<file path="config.mk">
export PLATFORM = sky130hd
export DESIGN_NAME = txdesc_walker
export DESIGN_NICKNAME = d
export VERILOG_FILES = /design/src/rtl/txw_pkg.sv /design/src/rtl/txw_regs.sv /design/src/rtl/txw_walker.sv /design/src/rtl/txdesc_walker.sv
export SDC_FILE = /design/constraint.sdc
export NUM_CORES = 1
export LEC_CHECK = 0
export ABC_AREA = 1
export BUFFER_PORTS_ARGS = -buffer_cell sky130_fd_sc_hd__buf_2
export CORE_UTILIZATION = 45
export CTS_CLUSTER_SIZE = 24
export DETAILED_ROUTE_END_ITERATION = 10
export HOLD_SLACK_MARGIN = 0.08
export PLACE_DENSITY = 0.64
export SLEW_MARGIN = 20
export SYNTH_ARGS = -nofsm -noshare
export SYNTH_HDL_FRONTEND = slang
export SYNTH_SLANG_ARGS = --single-unit
</file>
<file path="constraint.sdc">
create_clock -name clk -period 2.5 [get_ports clk]
set_input_delay 0.25 -clock clk [delete_from_list [all_inputs] [get_ports clk]]
set_output_delay 0.25 -clock clk [all_outputs]
set_load 0.01 [all_outputs]
</file>
<file path="src/rtl/txw_pkg.sv">
package txw_pkg;

    localparam int PTR_W        = 32;
    localparam int WORD_W       = 16;
    localparam int OWN_BIT      = 15;
    localparam int DONE_BIT     = 4;
    localparam int CTL_KICK_BIT = 12;
    localparam int CMD_KICK_BIT = 0;

    typedef enum logic [2:0] {
        RA_CTL = 3'd0,
        RA_CMD = 3'd1,
        RA_PLO = 3'd2,
        RA_PHI = 3'd3,
        RA_CNT = 3'd4,
        RA_ISR = 3'd5
    } reg_addr_e;

    typedef enum logic [3:0] {
        S_IDLE,
        S_RD_ST,
        S_RD_LEN,
        S_RD_BP0,
        S_RD_BP1,
        S_RD_NX0,
        S_RD_NX1,
        S_FETCH,
        S_EMIT0,
        S_EMIT1,
        S_WB,
        S_FIN
    } walk_state_e;

    // Byte offset of each descriptor field relative to the descriptor base.
    function automatic logic [3:0] desc_offset(walk_state_e st);
        case (st)
            S_RD_LEN: return 4'd2;
            S_RD_BP0: return 4'd4;
            S_RD_BP1: return 4'd6;
            S_RD_NX0: return 4'd8;
            S_RD_NX1: return 4'd10;
            default:  return 4'd0;
        endcase
    endfunction

    function automatic logic is_mem_state(walk_state_e st);
        return (st inside {S_RD_ST, S_RD_LEN, S_RD_BP0, S_RD_BP1,
                           S_RD_NX0, S_RD_NX1, S_FETCH, S_WB});
    endfunction

endpackage

</file>
<file path="src/rtl/txw_regs.sv">
module txw_regs
    import txw_pkg::*;
#(
    parameter int CNT_W = 16
) (
    input  logic                clk,
    input  logic                rst,
    input  logic                reg_wr,
    input  logic                reg_rd,
    input  logic [2:0]          reg_addr,
    input  logic [WORD_W-1:0]   reg_wdata,
    output logic [WORD_W-1:0]   reg_rdata,
    input  logic                ptr_load,
    input  logic [PTR_W-1:0]    ptr_next,
    input  logic                pkt_inc,
    input  logic                done_set,
    output logic [PTR_W-1:0]    tx_ptr,
    output logic                kick,
    output logic                tx_irq
);

    logic [WORD_W-1:0] ctl_q, cmd_q, isr_q, isr_nxt;
    logic [CNT_W-1:0]  cnt_q;
    logic [PTR_W-1:0]  ptr_q;

    logic wr_ctl, wr_cmd, wr_plo, wr_phi, rd_cnt, rd_isr;
    assign wr_ctl = reg_wr && (reg_addr == RA_CTL);
    assign wr_cmd = reg_wr && (reg_addr == RA_CMD);
    assign wr_plo = reg_wr && (reg_addr == RA_PLO);
    assign wr_phi = reg_wr && (reg_addr == RA_PHI);
    assign rd_cnt = reg_rd && (reg_addr == RA_CNT);
    assign rd_isr = reg_rd && (reg_addr == RA_ISR);

    assign kick = (wr_cmd && reg_wdata[CMD_KICK_BIT])
               || (wr_ctl && reg_wdata[CTL_KICK_BIT] && !ctl_q[CTL_KICK_BIT]);

    always_comb begin
        isr_nxt = rd_isr ? '0 : isr_q;
        if (done_set) isr_nxt[DONE_BIT] = 1'b1;
    end

    always_ff @(posedge clk) begin
        if (rst) begin
            ctl_q <= '0;
            cmd_q <= '0;
            isr_q <= '0;
            cnt_q <= '0;
            ptr_q <= '0;
        end else begin
            if (wr_ctl) ctl_q <= reg_wdata;
            if (wr_cmd) cmd_q <= reg_wdata & ~(WORD_W'(1) << CMD_KICK_BIT);
            if (ptr_load) begin
                ptr_q <= ptr_next;
            end else begin
                if (wr_plo) ptr_q[WORD_W-1:0]     <= reg_wdata;
                if (wr_phi) ptr_q[PTR_W-1:WORD_W] <= reg_wdata;
            end
            if (pkt_inc)     cnt_q <= rd_cnt ? CNT_W'(1) : cnt_q + CNT_W'(1);
            else if (rd_cnt) cnt_q <= '0;
            isr_q <= isr_nxt;
        end
    end

    always_comb begin
        case (reg_addr)
            RA_CTL:  reg_rdata = ctl_q;
            RA_CMD:  reg_rdata = cmd_q;
            RA_PLO:  reg_rdata = ptr_q[WORD_W-1:0];
            RA_PHI:  reg_rdata = ptr_q[PTR_W-1:WORD_W];
            RA_CNT:  reg_rdata = WORD_W'(cnt_q);
            RA_ISR:  reg_rdata = isr_q;
            default: reg_rdata = '0;
        endcase
    end

    assign tx_ptr = ptr_q;
    assign tx_irq = isr_q[DONE_BIT];

    // a completed frame without a same-cycle read steps the counter by one
    a_r7_count_step: assert property (@(posedge clk) disable iff (rst)
        (pkt_inc && !rd_cnt) |=> cnt_q == CNT_W'($past(cnt_q) + CNT_W'(1)));

    // end of a productive walk raises the interrupt
    a_r8_irq_set: assert property (@(posedge clk) disable iff (rst)
        done_set |=> tx_irq);

    // the pointer follows the next-descriptor link
    a_r6_ptr_follow: assert property (@(posedge clk) disable iff (rst)
        ptr_load |=> tx_ptr == $past(ptr_next));

endmodule

</file>
<file path="src/rtl/txw_walker.sv">
module txw_walker
    import txw_pkg::*;
#(
    parameter int MAX_LEN = 2000,
    localparam int LEN_W  = $clog2(MAX_LEN + 1)
) (
    input  logic               clk,
    input  logic               rst,
    input  logic               kick,
    input  logic [PTR_W-1:0]   tx_ptr,
    output logic               mem_req,
    output logic               mem_we,
    output logic [PTR_W-1:0]   mem_addr,
    output logic [WORD_W-1:0]  mem_wdata,
    input  logic               mem_ack,
    input  logic [WORD_W-1:0]  mem_rdata,
    output logic               out_valid,
    output logic [7:0]         out_data,
    output logic               out_last,
    input  logic               out_ready,
    output logic               ptr_load,
    output logic [PTR_W-1:0]   ptr_next,
    output logic               pkt_inc,
    output logic               done_set
);

    walk_state_e        state;
    logic [WORD_W-1:0]  status_q, word_q;
    logic [PTR_W-1:0]   bufp_q, nextp_q;
    logic [LEN_W-1:0]   rem_q, capped;
    logic               sent_q, pend_q;

    assign capped = (mem_rdata > WORD_W'(MAX_LEN)) ? LEN_W'(MAX_LEN)
                                                    : mem_rdata[LEN_W-1:0];

    assign mem_req   = is_mem_state(state);
    assign mem_we    = (state == S_WB);
    assign mem_addr  = (state == S_FETCH) ? bufp_q
                                          : tx_ptr + PTR_W'(desc_offset(state));
    assign mem_wdata = status_q & ~(WORD_W'(1) << OWN_BIT);

    assign out_valid = (state == S_EMIT0) || (state == S_EMIT1);
    assign out_data  = (state == S_EMIT1) ? word_q[15:8] : word_q[7:0];
    assign out_last  = (rem_q == LEN_W'(1));

    assign ptr_load  = (state == S_WB) && mem_ack;
    assign ptr_next  = nextp_q;
    assign pkt_inc   = ptr_load;
    assign done_set  = (state == S_FIN) && sent_q;

    always_ff @(posedge clk) begin
        if (rst) begin
            state    <= S_IDLE;
            status_q <= '0;
            word_q   <= '0;
            bufp_q   <= '0;
            nextp_q  <= '0;
            rem_q    <= '0;
            sent_q   <= 1'b0;
            pend_q   <= 1'b0;
        end else begin
            if (kick && state != S_IDLE && state != S_FIN) pend_q <= 1'b1;
            case (state)
                S_IDLE: if (kick) state <= S_RD_ST;
                S_RD_ST: if (mem_ack) begin
                    if (mem_rdata[OWN_BIT]) begin
                        status_q <= mem_rdata;
                        state    <= S_RD_LEN;
                    end else begin
                        state    <= S_FIN;
                    end
                end
                S_RD_LEN: if (mem_ack) begin
                    rem_q <= capped;
                    state <= S_RD_BP0;
                end
                S_RD_BP0: if (mem_ack) begin
                    bufp_q[WORD_W-1:0] <= mem_rdata;
                    state <= S_RD_BP1;
                end
                S_RD_BP1: if (mem_ack) begin
                    bufp_q[PTR_W-1:WORD_W] <= mem_rdata;
                    state <= S_RD_NX0;
                end
                S_RD_NX0: if (mem_ack) begin
                    nextp_q[WORD_W-1:0] <= mem_rdata;
                    state <= S_RD_NX1;
                end
                S_RD_NX1: if (mem_ack) begin
                    nextp_q[PTR_W-1:WORD_W] <= mem_rdata;
                    state <= (rem_q == '0) ? S_WB : S_FETCH;
                end
                S_FETCH: if (mem_ack) begin
                    word_q <= mem_rdata;
                    bufp_q <= bufp_q + PTR_W'(2);
                    state  <= S_EMIT0;
                end
                S_EMIT0: if (out_ready) begin
                    rem_q <= rem_q - LEN_W'(1);
                    state <= (rem_q == LEN_W'(1)) ? S_WB : S_EMIT1;
                end
                S_EMIT1: if (out_ready) begin
                    rem_q <= rem_q - LEN_W'(1);
                    state <= (rem_q == LEN_W'(1)) ? S_WB : S_FETCH;
                end
                S_WB: if (mem_ack) begin
                    sent_q <= 1'b1;
                    state  <= S_RD_ST;
                end
                S_FIN: begin
                    sent_q <= 1'b0;
                    pend_q <= 1'b0;
                    state  <= (pend_q || kick) ? S_RD_ST : S_IDLE;
                end
                default: state <= S_IDLE;
            endcase
        end
    end

    // stream byte held under backpressure
    a_r10_stream_hold: assert property (@(posedge clk) disable iff (rst)
        (out_valid && !out_ready) |=> out_valid && $stable(out_data) && $stable(out_last));

    // memory request held until acknowledged
    a_r10_mem_hold: assert property (@(posedge clk) disable iff (rst)
        (mem_req && !mem_ack) |=> mem_req && $stable(mem_addr) && $stable(mem_we));

    // remaining byte count never exceeds the cap
    a_r5_len_bound: assert property (@(posedge clk) disable iff (rst)
        rem_q <= LEN_W'(MAX_LEN));

    // a host-owned status word ends the walk without streaming
    a_r4_stop_unowned: assert property (@(posedge clk) disable iff (rst)
        (state == S_RD_ST && mem_ack && !mem_rdata[OWN_BIT]) |=> !out_valid && !mem_req);

endmodule

</file>
<file path="src/rtl/txdesc_walker.sv">
module txdesc_walker
    import txw_pkg::*;
#(
    parameter int MAX_LEN = 2000,
    parameter int CNT_W   = 16
) (
    input  logic         clk,
    input  logic         rst,
    input  logic         reg_wr,
    input  logic         reg_rd,
    input  logic [2:0]   reg_addr,
    input  logic [15:0]  reg_wdata,
    output logic [15:0]  reg_rdata,
    output logic         tx_irq,
    output logic         mem_req,
    output logic         mem_we,
    output logic [31:0]  mem_addr,
    output logic [15:0]  mem_wdata,
    input  logic         mem_ack,
    input  logic [15:0]  mem_rdata,
    output logic         out_valid,
    output logic [7:0]   out_data,
    output logic         out_last,
    input  logic         out_ready
);

    logic              kick, ptr_load, pkt_inc, done_set;
    logic [PTR_W-1:0]  tx_ptr, ptr_next;

    txw_regs #(.CNT_W(CNT_W)) u_regs (
        .clk       (clk),
        .rst       (rst),
        .reg_wr    (reg_wr),
        .reg_rd    (reg_rd),
        .reg_addr  (reg_addr),
        .reg_wdata (reg_wdata),
        .reg_rdata (reg_rdata),
        .ptr_load  (ptr_load),
        .ptr_next  (ptr_next),
        .pkt_inc   (pkt_inc),
        .done_set  (done_set),
        .tx_ptr    (tx_ptr),
        .kick      (kick),
        .tx_irq    (tx_irq)
    );

    txw_walker #(.MAX_LEN(MAX_LEN)) u_walker (
        .clk       (clk),
        .rst       (rst),
        .kick      (kick),
        .tx_ptr    (tx_ptr),
        .mem_req   (mem_req),
        .mem_we    (mem_we),
        .mem_addr  (mem_addr),
        .mem_wdata (mem_wdata),
        .mem_ack   (mem_ack),
        .mem_rdata (mem_rdata),
        .out_valid (out_valid),
        .out_data  (out_data),
        .out_last  (out_last),
        .out_ready (out_ready),
        .ptr_load  (ptr_load),
        .ptr_next  (ptr_next),
        .pkt_inc   (pkt_inc),
        .done_set  (done_set)
    );

endmodule

</file>
---- After elaboration in Yosys (flattened, before gate mapping) ----
Index checks and enable logic that the tools add are counted.
word-level totals
  flip-flop bits (word level) ............. 192
  input bits .............................. 41
  output and inout bits ................... 77
  word-level logic and storage cells ...... 131
operators by class
  add/subtract/negate cells ............... 4
  $lt $le $gt $ge ......................... 1
  equal/unequal tests ..................... 30
  multiplexer cells ....................... 39
  reduce and logical (&&, ||, !) cells .... 41
operator list
  cell                                                             count
  2-to-1 mux 16 bit                                                6
  2-to-1 mux 32 bit                                                3
  case mux 16 bit (6 select lines)                                 1
  case mux 16 bit (2 select lines)                                 2
  2-to-1 mux 4 bit                                                 14
  case mux 4 bit (12 select lines)                                 1
  2-to-1 mux 11 bit                                                3
  adder 32 x 2 -> 32 bit, second input constant                    1
  adder 32 x 4 -> 32 bit                                           1
  case mux 11 bit (2 select lines)                                 1
  case mux 4 bit (5 select lines)                                  1
  inequality test 2 bit, second input constant                     9
  adder 16 x 1 -> 16 bit, second input constant                    1
  == test 4 x 3 -> 1 bit, second input constant                    4
  == test 4 bit, second input constant                             4
  greater-than comparator 16 x 11 -> 1 bit, second input constant  1
  nonzero test 2 bit                                               8
  logical AND 1 bit                                                13
  AND reduction 3 bit                                              4
  == test 11 x 1 -> 1 bit, second input constant                   1
  logical NOT 11 bit                                               1
  AND reduction 11 bit                                             1
  subtractor 11 x 1 -> 11 bit, second input constant               1
  == test 4 x 2 -> 1 bit, second input constant                    2
  other kinds (19)                                                 31

---- Logic depth before layout (Yosys ltp) ----
Gate-level depths: netlist (run 1).
  depth after elaboration ................. 8
  gate-level depth with buffers ........... 19
  depth with buffers taken out ............ 19

---- By module ----
Synthesis (run 1) repeated with hierarchy kept, for this count alone.
unflattened totals
  cells, all modules ...................... 1833
  area total of the unflattened synthesis .. 11299.6 µm²
modules (own cells, without submodules)
  module      instances  cells an instance  area an instance (µm²)  seq. area each (µm²)
  txw_walker  1          1196               7223.2                  2242.2
  txw_regs    1          637                4076.4                  1601.5

---- Least setup slack after synthesis (run 1) ----
OpenSTA, ideal clock, no wires.
  path kind ............................... reg-to-output
  start ................................... register u_walker.state[1]
  end ..................................... output mem_addr[17]
  data arrival time ....................... 2242 ps
  data required time ...................... 2250 ps
  slack ................................... 8 ps
  stages on the path, launching flop included .. 17
  path through ............................ dfxtp_1 -> inv_2 -> nor2_2 -> nand2_1 -> o21ai_0 -> ha_1 -> inv_1 -> fa_1 -> inv_1 -> nand2_1 -> nand2_1 -> nand2_1 -> inv_1 -> nand2_1 -> nor2_1 -> xor2_1 -> a21boi_0
between the ends
  word-level cells in the longest chain between the ends .. 4
  elaborated cells between the ends (all ways) .. 9
  those cells by class .................... add/sub (1); eq/ne (6); mux (2)
ends and longest elaborated chain
  element                                                           RTL line             source
  from (decl)                                                       txw_walker.sv:27     walk_state_e state;
  from (signal assigned)                                            txw_walker.sv:91     state <= (rem_q == '0) ? S_WB : S_FETCH;
  from (signal assigned)                                            txw_walker.sv:100    state <= (rem_q == LEN_W'(1)) ? S_WB : S_EMIT1;
  from (signal assigned)                                            txw_walker.sv:104    state <= (rem_q == LEN_W'(1)) ? S_WB : S_FETCH;
  == test 4 x 3 -> 1 bit or == test 4 x 2 -> 1 bit (tied branches)  txw_pkg.sv:36        case (st)
  case mux 4 bit (5 select lines)                                   txw_pkg.sv:36
  adder 32 x 4 -> 32 bit                                            txw_walker.sv:39     : tx_ptr + PTR_W'(desc_offset(state));
  2-to-1 mux 32 bit *                                               txw_walker.sv:38     assign mem_addr = (state == S_FETCH) ? bufp_q
  to (decl)                                                         txdesc_walker.sv:17  output logic [31:0] mem_addr,
Mark *: on every way between the ends. The rest lies on a longest branch, timed or not.

---- Worst setup path in the final report (run 1) ----
  start ................................... register u_walker.state[0]
  end ..................................... output mem_addr[19]
Same word-level chain as after synthesis.

==> flow_results.org, run 1 <==
** Clock tree
- Clock sinks :: 192
- Worst-skew pair later-pin latency :: 0.44 ns
- Clock-pin slew on the worst setup and hold paths :: 0.08 ns
- CTS root buf :: sky130_fd_sc_hd__clkbuf_16
- TritonCTS built the clock tree.
- H-tree depth :: 4
- The clock passes through at most 2 buffers.
- In this run, CTS created clock tree buffers numbering 17.

** Global route
- First-pass GRT wire length :: 64,400 um
- Via count of the first global-routing pass :: 11.3k
- After global routing the overflow that remains totals 0.
- Gr usage total :: 0.327
- Number of antenna violations at the first check in global routing :: 0
- Entering global routing, the biggest net connects 61 pins.

** Timing
- Worst-Margin Slew :: 0.796 ns
- Minimum clock period :: 3.03 ns
- For the final database, setup skew stands at 0.0173 ns.
- Max frequency :: 330 MHz
- Share of the clock period used by the worst path after layout :: 1.21
- Worst slew slack as a fraction of its limit :: 0.469
- Setup repair after global routing missed its margin :: yes
- Max-slew violation count :: 0
- Setup violations remaining at the end of the flow were counted as 29.
- Aggregate negative setup slack :: -11.48 ns
- After layout, the worst setup slack is -0.528 ns.
- Final hold vios :: 0

** Floorplan
- For this design the top-level I/O count stands at 118.
- Total core area :: 23,800 sq um
- Starting utilization of the core area :: 0.465
- Row cnt :: 56
- Width of the die :: 159 um
- The floorplan step defined a die boundary enclosing 25,200 sq um.
- Overall die height :: 159 um

** Routing
- Iteration-0 DRC count of the detailed router :: 1,303
- Post-DRT Antenna Nets :: 0
- Wire segments on met3 add up to 3120 um in the final route.
- Post-Route WL :: 41,500 um
- Total number of vias :: 12.5k
- Dividing the detail-routed via count by the number of cells gives 5.48.
- In the final routed layout, each cell accounts on average for 18.3 um.
- Routed length on met1 :: 18,800 um
- Iteration count of the initial detailed-routing pass :: 8
- In the detailed route, the total length drawn on met2 is 18,700 um.
- # DRC :: 0
- Uppermost layer routed :: met4

** Power and ir drop
- In this run the power density over the cells is 549 nW/um^2.
- For this design the static power due to leakage is 0.00595 uW.
- Worst voltage drop across the vdd grid :: 0.443 mV

** Logic synthesis
- For this run, the leading register cell type out of synthesis is sky130_fd_sc_hd__dfxtp_1.
- Number of nets produced by synthesis :: 1,826
- Yosys printed 0 warnings.
- The share of synthesized area in the top cell type comes to 0.348.
- Area leader, netlist :: sky130_fd_sc_hd__dfxtp_1
- Yosys instantiated no cell more often than sky130_fd_sc_hd__nand2_1.
- The synthesized design contains 192 register bits.
- By area the synthesized netlist is led by sky130_fd_sc_hd__dfxtp_1 (35%), sky130_fd_sc_hd__nand2_1 (14%), sky130_fd_sc_hd__inv_1 (9.1%), sky130_fd_sc_hd__o21ai_0 (7.7%), sky130_fd_sc_hd__nor2_1 (6.6%).
- Cell types with the highest counts after synthesis :: sky130_fd_sc_hd__nand2_1 (403), sky130_fd_sc_hd__inv_1 (268), sky130_fd_sc_hd__nor2_1 (195), sky130_fd_sc_hd__dfxtp_1 (192), sky130_fd_sc_hd__o21ai_0 (169)
- Gate Count Post-Synth :: 1,777
- Share of async-settable or async-resettable flops after synthesis :: 0
- Syn Std Cell Area :: 11,100 sq um
- Post-synth EDFFs :: 0
- The share of the Yosys chip area taken by registers is 0.348.
- Number of library cell types mapped by synthesis :: 47
- Average size of a mapped cell :: 6.22 sq um

** Job
- Maximum Capacitance Violations :: 0

** Min path
- The path class of the tightest hold or removal check is input port to register.
- The worst hold path begins at reg_wdata[9].
- Counting instances, the worst hold path has a depth of 3.

** Worst setup path
- The worst register-to-register path begins at u_walker.state[0]$_SDFFE_PP0P_.
- Arrival time reported for the critical path endpoint :: 2.78 ns
- Worst R2R Path Depth :: 16
- Data on the critical path is required at its endpoint by 2.25 ns.
- Crit path largest cell delay :: 0.37 ns
- Crit end category :: output port
- Kind of launch point of the worst setup path :: register
- In this run the worst path has a maximum fanout of 5.
- Tracing the worst setup path back leads to its startpoint at u_walker.state[0]$_SDFFE_PP0P_.
- The setup path with the least slack is of type register to output port.
- The signal on the critical path passes through nor2_4, nand2_2, o21ai_2, buf_6, ha_4, inv_2, fa_2, inv_2, nand2_4, nand2_4, nand3_4, inv_2, nand2_2, nor2_2, nand2_1, nand2_1, nand3_1, nand2_1, buf_2.
- Master of the slowest instance on the critical path :: sky130_fd_sc_hd__dfxtp_4

** Status
- Violated checks :: setup timing
- The flow ran to the end, but the final reports show violations.

** Layout
- Number of nets in the layout :: 1,988
- Ratio of cells with drive above 1 in the final layout :: 0.175
- After filler insertion, the fill cell instance count of the layout stands at 2,372.
- Area growth, synth to finish :: 23.6%
- Finished Cell Area :: 13,700 sq um
- Antenna Cells :: 0

** Place
- HPWL Detailed :: 31,000 um
- Placer Congestion :: 0.977
- Cell area after placement :: 12,300 sq um
- Port-buffer cells :: 116
==> registers in the layout, indices dropped and copies added, names as in the netlist <==
name	cells
u_regs.tx_ptr	32
u_walker.bufp_q	32
u_walker.ptr_next	32
u_regs.cnt_q	16
u_regs.ctl_q	16
u_walker.word_q	16
u_regs.cmd_q	15
u_walker.status_q	15
u_walker.rem_q	11
u_walker.state	4
u_regs.isr_q	1
u_walker.pend_q	1
u_walker.sent_q	1
==> layout by cell type, fill, tap and decap left out, types with 18 or more instances in the layout <==
cell type                   count
sky130_fd_sc_hd__nand2_1      383
sky130_fd_sc_hd__inv_1        257
sky130_fd_sc_hd__dfxtp_1      188
sky130_fd_sc_hd__nor2_1       184
sky130_fd_sc_hd__o21ai_0      155
sky130_fd_sc_hd__a21oi_1      138
sky130_fd_sc_hd__buf_2        112
sky130_fd_sc_hd__nand3_1       88
sky130_fd_sc_hd__buf_4         81
sky130_fd_sc_hd__o21ai_1       40
sky130_fd_sc_hd__nor3_1        27
sky130_fd_sc_hd__nand4_1       26
sky130_fd_sc_hd__o22ai_1       25
sky130_fd_sc_hd__o221ai_1      21
sky130_fd_sc_hd__clkbuf_16     18
==> cell type report <==
type	instances	area [sq um]	share of cell area
Clock buffer	18	429	0.0314
Clock inverter	14	189	0.0138
Inverter	274	1040	0.0758
Multi-Input combinational cell	1235	6250	0.457
Sequential cell	192	3850	0.282
Tap cell	319	399	0.0292
Timing Repair Buffer	218	1500	0.110
Timing Repair inverter	1	5.00	0.000366
==> worst max-delay path, delay by kind of cell, from the launching register on <==
kind | cells | cell delay (ns)
buffers and inverters | 5 | 0.50
AND/OR/NAND/NOR | 11 | 0.95
flip-flops | 1 | 0.37
adder cells (fa/ha/maj) | 2 | 0.45
AO/OA/AOI/OAI | 1 | 0.07
==> power breakdown <==
part	switching, uW	internal [uW]
registers	94.1	3170
clock network	1410	1460
logic	862	499
==> per-layer routing <==
layer	track usage	vias up
li1	-	6104
met1	0.450	5819
met2	0.521	467
met3	0.0635	64
met4	0.0794	0
met5	0	-
==> worst paths after layout <==
| check | endpoint | slack (ns) |
|---|---|---|
| max reg2reg | u_walker.rem_q[5]$_SDFFE_PP0P_ | 0.18 |
| max | mem_addr[19] | -0.53 |
| min reg2reg | u_walker.status_q[11]$_SDFFE_PP0P_ | 0.44 |
| min | u_regs.cmd_q[9]$_SDFFE_PP0N_ | 0.09 |
==> metrics by stage <==
stage,setup slack (ns),std cells,power (uW),utilization,hold slack [ns]
global route,-0.648,2271,7840,0.575,0.0898
finish,-0.528,2271,7490,0.575,0.0934
detailed placement,-0.327,2212,4530,0.520,0.431
floorplan,0.00803,1777,4060,-,0.385
CTS,-0.454,2264,7460,0.566,0.0809
global placement,-0.285,2212,4520,0.520,0.429
==> what timing repair did <==
action / in CTS / in global routing
buffers inserted: 18 / 9
gates resized for setup: 101 / 34
endpoints found under the setup margin: 30 / 42
cloned: 0 / 2
hold endpoints to repair: 6 / 1
pin swaps: 33 / 22
hold buffers: 6 / 1
==> cells by family after synthesis <==
kind of cell | Yosys count | synth area share
adders and majority gates | 8 | 0.00973
xor gates and xnor gates | 15 | 0.0119
DFF | 192 | 0.348
other | 1 | 0.000339
buffers and inverters | 350 | 0.123
and+or+nand+nor | 784 | 0.296
AOI/OAI and AO/OA | 427 | 0.211
Power figures use the tool's default switching activity.
==> run 2: changes to the inputs <==
- PLACE_DENSITY: 0.64 -> 0.62
- clock period: 2.5 -> 3.37 ns (I/O delays scaled with it)
==> flow_results.org, run 2 (synthesized netlist as in run 1, its figures left out) <==
** Clock tree
- The number of sinks on the clock net came to 192 (unchanged).
- CTS tree :: yes
- The post-cts hold buffer count is 0 (-6).
- The deepest level of the CTS H-tree came to 4 (unchanged).
- The maximum clock path buffer count is 2 (unchanged).
- Total clock buffers created by CTS :: 17 (unchanged)
- The tree is rooted in a sky130_fd_sc_hd__clkbuf_16.
- The clock transition time at the flip-flop clock pins of the worst setup and hold paths was 0.08 ns (about the same).
- The insertion delay of the later-clocked pin in the worst-skew pair is 0.44 ns (about the same).

** Power and ir drop
- The leakage power is 0.00548 uW (-7.9%).
- The highest ir drop seen on vdd was 0.348 mV (-21%).
- The cell area power density was 427 nW/um^2 (-22%).
- Final total power :: 5400 uW (-28%)

** Worst setup path
- Walking the worst path, the cells encountered are inv_4, nand2_2, inv_2, nand2_4, o21ai_4, ha_2, inv_1, fa_2, inv_2, nand2_1, nand2_2, nand3_4, inv_2, nand2_1, nor2_2, nand2_1, nand2_1, nand3_1, nand2_1, buf_2.
- The worst stage delay on the critical path came to 0.34 ns (-0.03 ns).
- Type of the setup path with the least slack :: register to output port
- Master of the slowest instance on the critical path :: sky130_fd_sc_hd__dfxtp_2
- Critical Path Fanout Max :: 7 (+2)
- Crit end category :: output port
- The required time reported for the critical path endpoint came to 3.03 ns (+0.78 ns).
- Kind of launch point of the worst setup path :: register
- CP dominant cell by count :: sky130_fd_sc_hd__nand2_1
- Arrival time reported for the critical path endpoint :: 2.86 ns (+0.08 ns)

** Timing
- Max-slew violation count :: 0 (unchanged)
- Setup repair after global routing missed its margin :: yes
- The final clock skew was 0.00841 ns (-0.00891 ns).
- Aggregate negative setup slack :: 0 ns (+11.48 ns)
- Of the available clock period, the critical path in the final layout requires 0.949.
- Max frequency :: 313 MHz
- The max-slew headroom at the worst pin is 0.351 (-0.118).
- Setup violation total in the final timing report :: 0 (-100%)
- The worst-margin pin slew came to 0.972 ns (+0.176 ns).
- The final number of hold-violating endpoints is 0 (unchanged).
- Tightest hold margin :: 0.150 ns (+0.0563 ns)
- For the finished layout, the period the worst path requires is 3.20 ns.

** Global route
- First-pass GRT wire length :: 62,200 um (-3.5%)
- The via count of the first global-routing pass was 11.0k (-3.2%).
- The maximum number of pins on one net before global-route repair is 53 (-13%).
- Gr usage total :: 0.315 (-0.0117)
- Number of antenna violations at the first check in global routing :: 1 (+1)
- Global-route congestion overflow total :: 0 (unchanged)

** Place
- HPWL Detailed :: 29,500 um (-4.7%)
- The routability-driven placement congestion ratio is 0.953 (-2.5%).
- Port-buffer cells :: 116 (unchanged)

** Layout
- The final core area utilization is 0.532 (-0.0428).
- The library cell used most frequently in the layout, excluding fill and tap cells, is sky130_fd_sc_hd__nand2_1.
- The count of antenna diodes in the layout is 0 (unchanged).
- Area growth, synth to finish :: 14.4%
- Commonest cells after routing, fill and taps aside :: sky130_fd_sc_hd__nand2_1 (397), sky130_fd_sc_hd__inv_1 (264), sky130_fd_sc_hd__dfxtp_1 (188), sky130_fd_sc_hd__nor2_1 (187), sky130_fd_sc_hd__o21ai_0 (168)
- The fraction of layout instances using a drive strength above 1 is 0.118 (-0.0568).
- Number of nets in the layout :: 1,911 (-3.9%)

** Min path
- HP Class :: input port to register

** Routing
- DR WL/cell :: 18.2 um (-0.54%)
- Iteration-0 DRC count of the detailed router :: 1,124 (-14%)
- Post-Route WL :: 39,900 um (-3.9%)
- The total number of vias is 12.1k (-2.5%).
- The vias per cell is 5.54 (+0.93%).
- Iteration count of the initial detailed-routing pass :: 5 (-3)
- Post-DRT Antenna Nets :: 0 (unchanged)
- The DRC violation count after routing is 0 (unchanged).

** Floorplan
- The core outline area was 23,800 sq um (unchanged).
- Die Area :: 25,200 sq um (unchanged)
- The count of boundary I/O pins is 118 (unchanged).
- The row count was 56 (unchanged).
- The initial standard-cell utilization of the core is 0.465 (unchanged).
- Width of the die :: 159 um (unchanged)
- The die extent in y is 159 um (unchanged).

** Job
- Maximum Capacitance Violations :: 0 (unchanged)

** Status
- The run finished with clean final reports.
## run 2: stage by stage
stage / cells / cell area, sq um / setup slack [ns]
global placement: 2159 / 11900 / 0.316
CTS: 2192 / 12500 / 0.00407
global route: 2194 / 12600 / -0.0543
finish: 2194 / 12600 / 0.173
floorplan: 1777 / 11100 / 0.791
detailed placement: 2159 / 11900 / 0.277
## run 2: power by group
part           internal (uW)  switching (uW)
Combinational            272             596
Clock                   1060            1040
Sequential              2350            77.8
Total                   3680            1710
## run 2: repair_timing
item                                    4_1_cts  5_1_grt
endpoints found under the setup margin       18       24
resized for setup                             7       34
pin swaps                                     2        5
buffers inserted                              1        2
cloned                                        0        0
## run 2: layer usage
layer	share of wire	up-vias	global-route usage
met2	0.43	497	0.477
met1	0.45	5608	0.448
met4	0.036	2	0.116
met3	0.083	84	0.0494
li1	-	5953	-
met5	0.00023	-	0
## run 2: worst max-delay path, delay by kind of cell (launching register included)
family	cells	cell delay (ns)
AND/OR/NAND/NOR	11	0.95
adder cells (fa/ha/maj)	2	0.54
AO/OA/AOI/OAI	1	0.08
flip-flops	1	0.34
buffers and inverters	6	0.51
## run 2: cell type report
class / instances / area (sq um)
multi-input cells: 1235 / 5970
flip-flops and latches: 192 / 3850
clock buffers: 17 / 425
clock inverters: 15 / 164
repair buffers: 142 / 801
well taps: 319 / 399
inverters: 274 / 1030
fillers: 2521 / 11100
## run 2: path summary, 6_finish.rpt
| kind | depth (start not counted) | slack [ns] | to | from |
|---|---|---|---|---|
| worst min register to register | 2 | 0.44 | u_walker.status_q[0]$_SDFFE_PP0P_ | u_walker.status_q[0]$_SDFFE_PP0P_ |
| worst max register to register | 10 | 1.01 | u_walker.bufp_q[31]$_SDFFE_PP0P_ | u_walker.state[3]$_SDFFE_PP0P_ |
| worst min-delay path | 3 | 0.15 | u_regs.cmd_q[11]$_SDFFE_PP0N_ | reg_wdata[11] |
| worst max-delay path | 20 | 0.17 | mem_addr[19] | u_walker.state[3]$_SDFFE_PP0P_ |
==> run 3: changes to the inputs <==
- ABC_AREA: 1 -> not set
==> flow_results.org, run 3 <==
** Logic synthesis
- Synthesized flop and latch total :: 192 (unchanged)
- The average instance area after synthesis was 7.88 sq um (+27%).
- Cell types with the largest area share after synthesis :: sky130_fd_sc_hd__dfxtp_1 (37%), sky130_fd_sc_hd__mux2i_1 (9.0%), sky130_fd_sc_hd__nand2_1 (6.6%), sky130_fd_sc_hd__nor2_1 (6.3%), sky130_fd_sc_hd__a21oi_1 (5.8%)
- Number of library cell types mapped by synthesis :: 73 (+55%)
- The number of enable flip-flop cells after synthesis is 0 (unchanged).
- The commonest cells after synthesis are sky130_fd_sc_hd__dfxtp_1 (192), sky130_fd_sc_hd__nand2_1 (182), sky130_fd_sc_hd__nor2_1 (174), sky130_fd_sc_hd__a21oi_1 (121), sky130_fd_sc_hd__mux2i_1 (94).
- The largest total area in the synthesized netlist belongs to sky130_fd_sc_hd__dfxtp_1.
- Most common flop cell mapped by yosys :: sky130_fd_sc_hd__dfxtp_1
- Portion of synthesized cell area occupied by the leading cell type :: 0.369 (+0.0214)
- The netlist area before placement was 10,400 sq um (-5.8%).
- The share of flip-flops with an asynchronous set or reset is 0 (unchanged).
- The fraction of the yosys area taken by sequential cells is 0.369 (+0.0214).
- Number of nets produced by synthesis :: 1,370 (-25%)
- The total of warnings raised by yosys was 0 (unchanged).
- Most numerous cell in the Yosys netlist :: sky130_fd_sc_hd__dfxtp_1
- The gate count of the mapped netlist was 1,321 (-26%).

** Floorplan
- The die extent in y was 154 um (-2.9%).
- The count of boundary I/O pins is 118 (unchanged).
- The initial standard-cell utilization of the core was 0.460 (-0.00543).
- The die footprint was 23,800 sq um (-5.7%).
- The chip width is 154 um (-2.9%).
- Row cnt :: 55 (-1.8%)
- Total core area :: 22,600 sq um (-4.7%)

** Power and ir drop
- Power density of the placed cells :: 468 nW/um^2 (+9.7%)
- Worst voltage drop across the vdd grid :: 0.335 mV (-3.6%)
- Leakage power :: 0.00460 uW (-16%)

** Clock tree
- Clk buf depth :: 2 (unchanged)
- Count of hold-fix buffers inserted at cts :: 0 (unchanged)
- The clock transition time at the flip-flop clock pins of the worst setup and hold paths is 0.07 ns (about the same).
- In this run the clock root is driven by a sky130_fd_sc_hd__clkbuf_16.
- H-tree depth :: 4 (unchanged)
- The number of buffers created by CTS is 17 (unchanged).
- Clock sinks :: 192 (unchanged)
- Worst-skew pair later-pin latency :: 0.44 ns (about the same)
- CTS tree :: yes

** Global route
- Global-route congestion overflow total :: 0 (unchanged)
- The first-pass GRT wire length came to 53,900 um (-13%).
- Via count of the first global-routing pass :: 9,265 (-16%)
- The maximum number of pins on one net before global-route repair is 94 (+77%).
- Gr usage total :: 0.297 (-0.0185)
- Number of antenna violations at the first check in global routing :: 1 (unchanged)

** Timing
- The number of failing setup endpoints in the final timing report was 0 (unchanged).
- Final clock skew :: 0.0105 ns (+0.00205 ns)
- Max frequency :: 308 MHz (-1.4%)
- Share of the clock period used by the worst path after layout :: 0.963 (+0.0139)
- The worst-margin pin slew is 0.877 ns (-0.0941 ns).
- The least setup slack across all paths after layout came to 0.126 ns (-0.0470 ns).
- The max-slew headroom at the worst pin came to 0.413 (+0.0622).
- Final hold vios :: 0 (unchanged)
- The count of final max-slew check failures is 0 (unchanged).
- The shortest clock period the worst path allows after layout is 3.24 ns (+0.0470 ns).

** Layout
- Util after Layout :: 0.530 (-0.00192)
- In the layout the commonest cells are sky130_fd_sc_hd__dfxtp_1 (191), sky130_fd_sc_hd__nand2_1 (181), sky130_fd_sc_hd__nor2_1 (172), sky130_fd_sc_hd__a21oi_1 (121), sky130_fd_sc_hd__buf_2 (116).
- Area growth, synth to finish :: 15.3%
- The library cell used most frequently in the layout, excluding fill and tap cells, is sky130_fd_sc_hd__dfxtp_1.
- The fraction of layout instances using a drive strength above 1 is 0.172 (+0.0537).
- The count of antenna diodes in the layout came to 0 (unchanged).
- The final net count came to 1,453 (-24%).

** Routing
- The count of antenna-violating nets left after detailed routing is 0 (unchanged).
- The DRC violation count after routing came to 0 (unchanged).
- The vias per cell was 5.99 (+8.3%).
- The sum of routed wire length over all layers came to 35,400 um (-11%).
- Total number of vias :: 10.2k (-16%)
- Iteration-0 DRC count of the detailed router :: 914 (-19%)
- The first-pass iteration count of the detailed router came to 6 (+1).
- The final routed wire length divided by cell count is 20.8 um (+15%).

** Job
- The max capacitance violation total was 0 (unchanged).

** Worst setup path
- Kind of launch point of the worst setup path :: register
- The required time reported for the critical path endpoint is 3.03 ns (about the same).
- The worst setup path is captured at an output port.
- Critical Path Fanout Max :: 16 (+9)
- Arrival time reported for the critical path endpoint :: 2.91 ns (+0.05 ns)
- The worst setup path is of the register to output port kind.

** Place
- The number of port buffers came to 116 (unchanged).
- Worst setup slack after placement :: 0.498 ns (+0.221 ns)
- The placed wire-length estimate after detailed placement came to 24,900 um (-15%).
- The routability-driven placement congestion ratio came to 0.933 (-2.1%).

** Min path
- The tightest min-delay check is of the input port to register type.

** Status
- The flow ran to the end, and the final reports show no timing, DRC or antenna violations.
-- run 3: changes by cell type after synthesis, moves of 13 or more --
cell                       delta
sky130_fd_sc_hd__mux2i_1     +94
sky130_fd_sc_hd__nand3_1     -68
sky130_fd_sc_hd__nor4_1      +14
sky130_fd_sc_hd__o21ai_1     -31
sky130_fd_sc_hd__a21oi_1     -24
sky130_fd_sc_hd__a211oi_1    +38
sky130_fd_sc_hd__clkbuf_1    +20
sky130_fd_sc_hd__nor2_1      -21
sky130_fd_sc_hd__xnor2_1     +29
sky130_fd_sc_hd__nand2_1    -221
sky130_fd_sc_hd__o21ai_0    -117
sky130_fd_sc_hd__o221ai_1    -18
sky130_fd_sc_hd__inv_1      -238
sky130_fd_sc_hd__and3_1      +13
-- run 3: cell families after synthesis --
| group | synth area share |
|---|---|
| AOI/OAI and AO/OA | 0.180 |
| xor gates and xnor gates | 0.0353 |
| adders and majority gates | 0.0103 |
| buffers and inverters | 0.0481 |
| DFF | 0.369 |
| muxes | 0.116 |
| other | 0.000360 |
| and+or+nand+nor | 0.240 |
-- run 3: routing by layer --
layer | track usage | up-vias | wire length [um]
met2 | 0.469 | 406 | 16100
met3 | 0.0521 | 58 | 2640
met5 | 0 | - | 0
met1 | 0.406 | 4860 | 15800
li1 | - | 4870 | -
met4 | 0.101 | 0 | 887
-- run 3: layout make-up --
cell class | instances | area (sq um)
repair buffers | 160 | 943
clock inverters | 13 | 151
inverters | 31 | 116
clock buffers | 18 | 439
multi-input cells | 1002 | 6160
flip-flops and latches | 192 | 3840
fillers | 2221 | 10600
well taps | 285 | 357
-- run 3: what timing repair did --
item	CTS	global route
gates resized for setup	0	19
setup endpoints to repair	0	18
buffers inserted	0	1
-- run 3: worst paths after layout --
kind                                                     start                             end  slack, ns  cells past startpoint
worst min-delay path                             reg_wdata[14]   u_regs.ctl_q[14]$_SDFFE_PP0N_       0.18                      3
worst max-delay path            u_walker.state[1]$_SDFFE_PP0P_                    mem_addr[31]       0.13                     11
worst min register to register    u_regs.ctl_q[5]$_SDFFE_PP0N_    u_regs.ctl_q[5]$_SDFFE_PP0N_       0.45                      2
worst max register to register  u_walker.state[2]$_SDFFE_PP0P_  u_walker.state[1]$_SDFFE_PP0P_       0.73                      7
-- run 3: critical path, stage by stage, from the launching register on --
cell                        delay [ns]
sky130_fd_sc_hd__dfxtp_2          0.35
sky130_fd_sc_hd__buf_4            0.19
sky130_fd_sc_hd__nor2b_2          0.18
sky130_fd_sc_hd__o211a_1          0.23
sky130_fd_sc_hd__ha_2             0.36
sky130_fd_sc_hd__nor2b_4          0.20
sky130_fd_sc_hd__o2111ai_4        0.15
sky130_fd_sc_hd__buf_6            0.20
sky130_fd_sc_hd__nor4_2           0.22
sky130_fd_sc_hd__xnor2_1          0.17
sky130_fd_sc_hd__o21ai_1          0.07
sky130_fd_sc_hd__buf_2            0.14
-- run 3: per-stage QoR --
step	instances	setup TNS [ns]	hold slack (ns)	cell area, sq um	power (uW)
finish	1701	0	0.180	12000	5620
global route	1701	-0.0487	0.182	12000	5850
CTS	1699	0	0.167	11900	5630
detailed placement	1668	0	0.445	11300	3570
global placement	1668	0	0.439	11300	3560
floorplan	1321	0	0.433	10400	3220
-- run 3: report_power, final --
part	switching [uW]	leakage [uW]	total, uW	internal [uW]
registers	112	0.00155	2480	2370
clock network	947	0.000282	2070	1130
logic	658	0.00276	1070	410
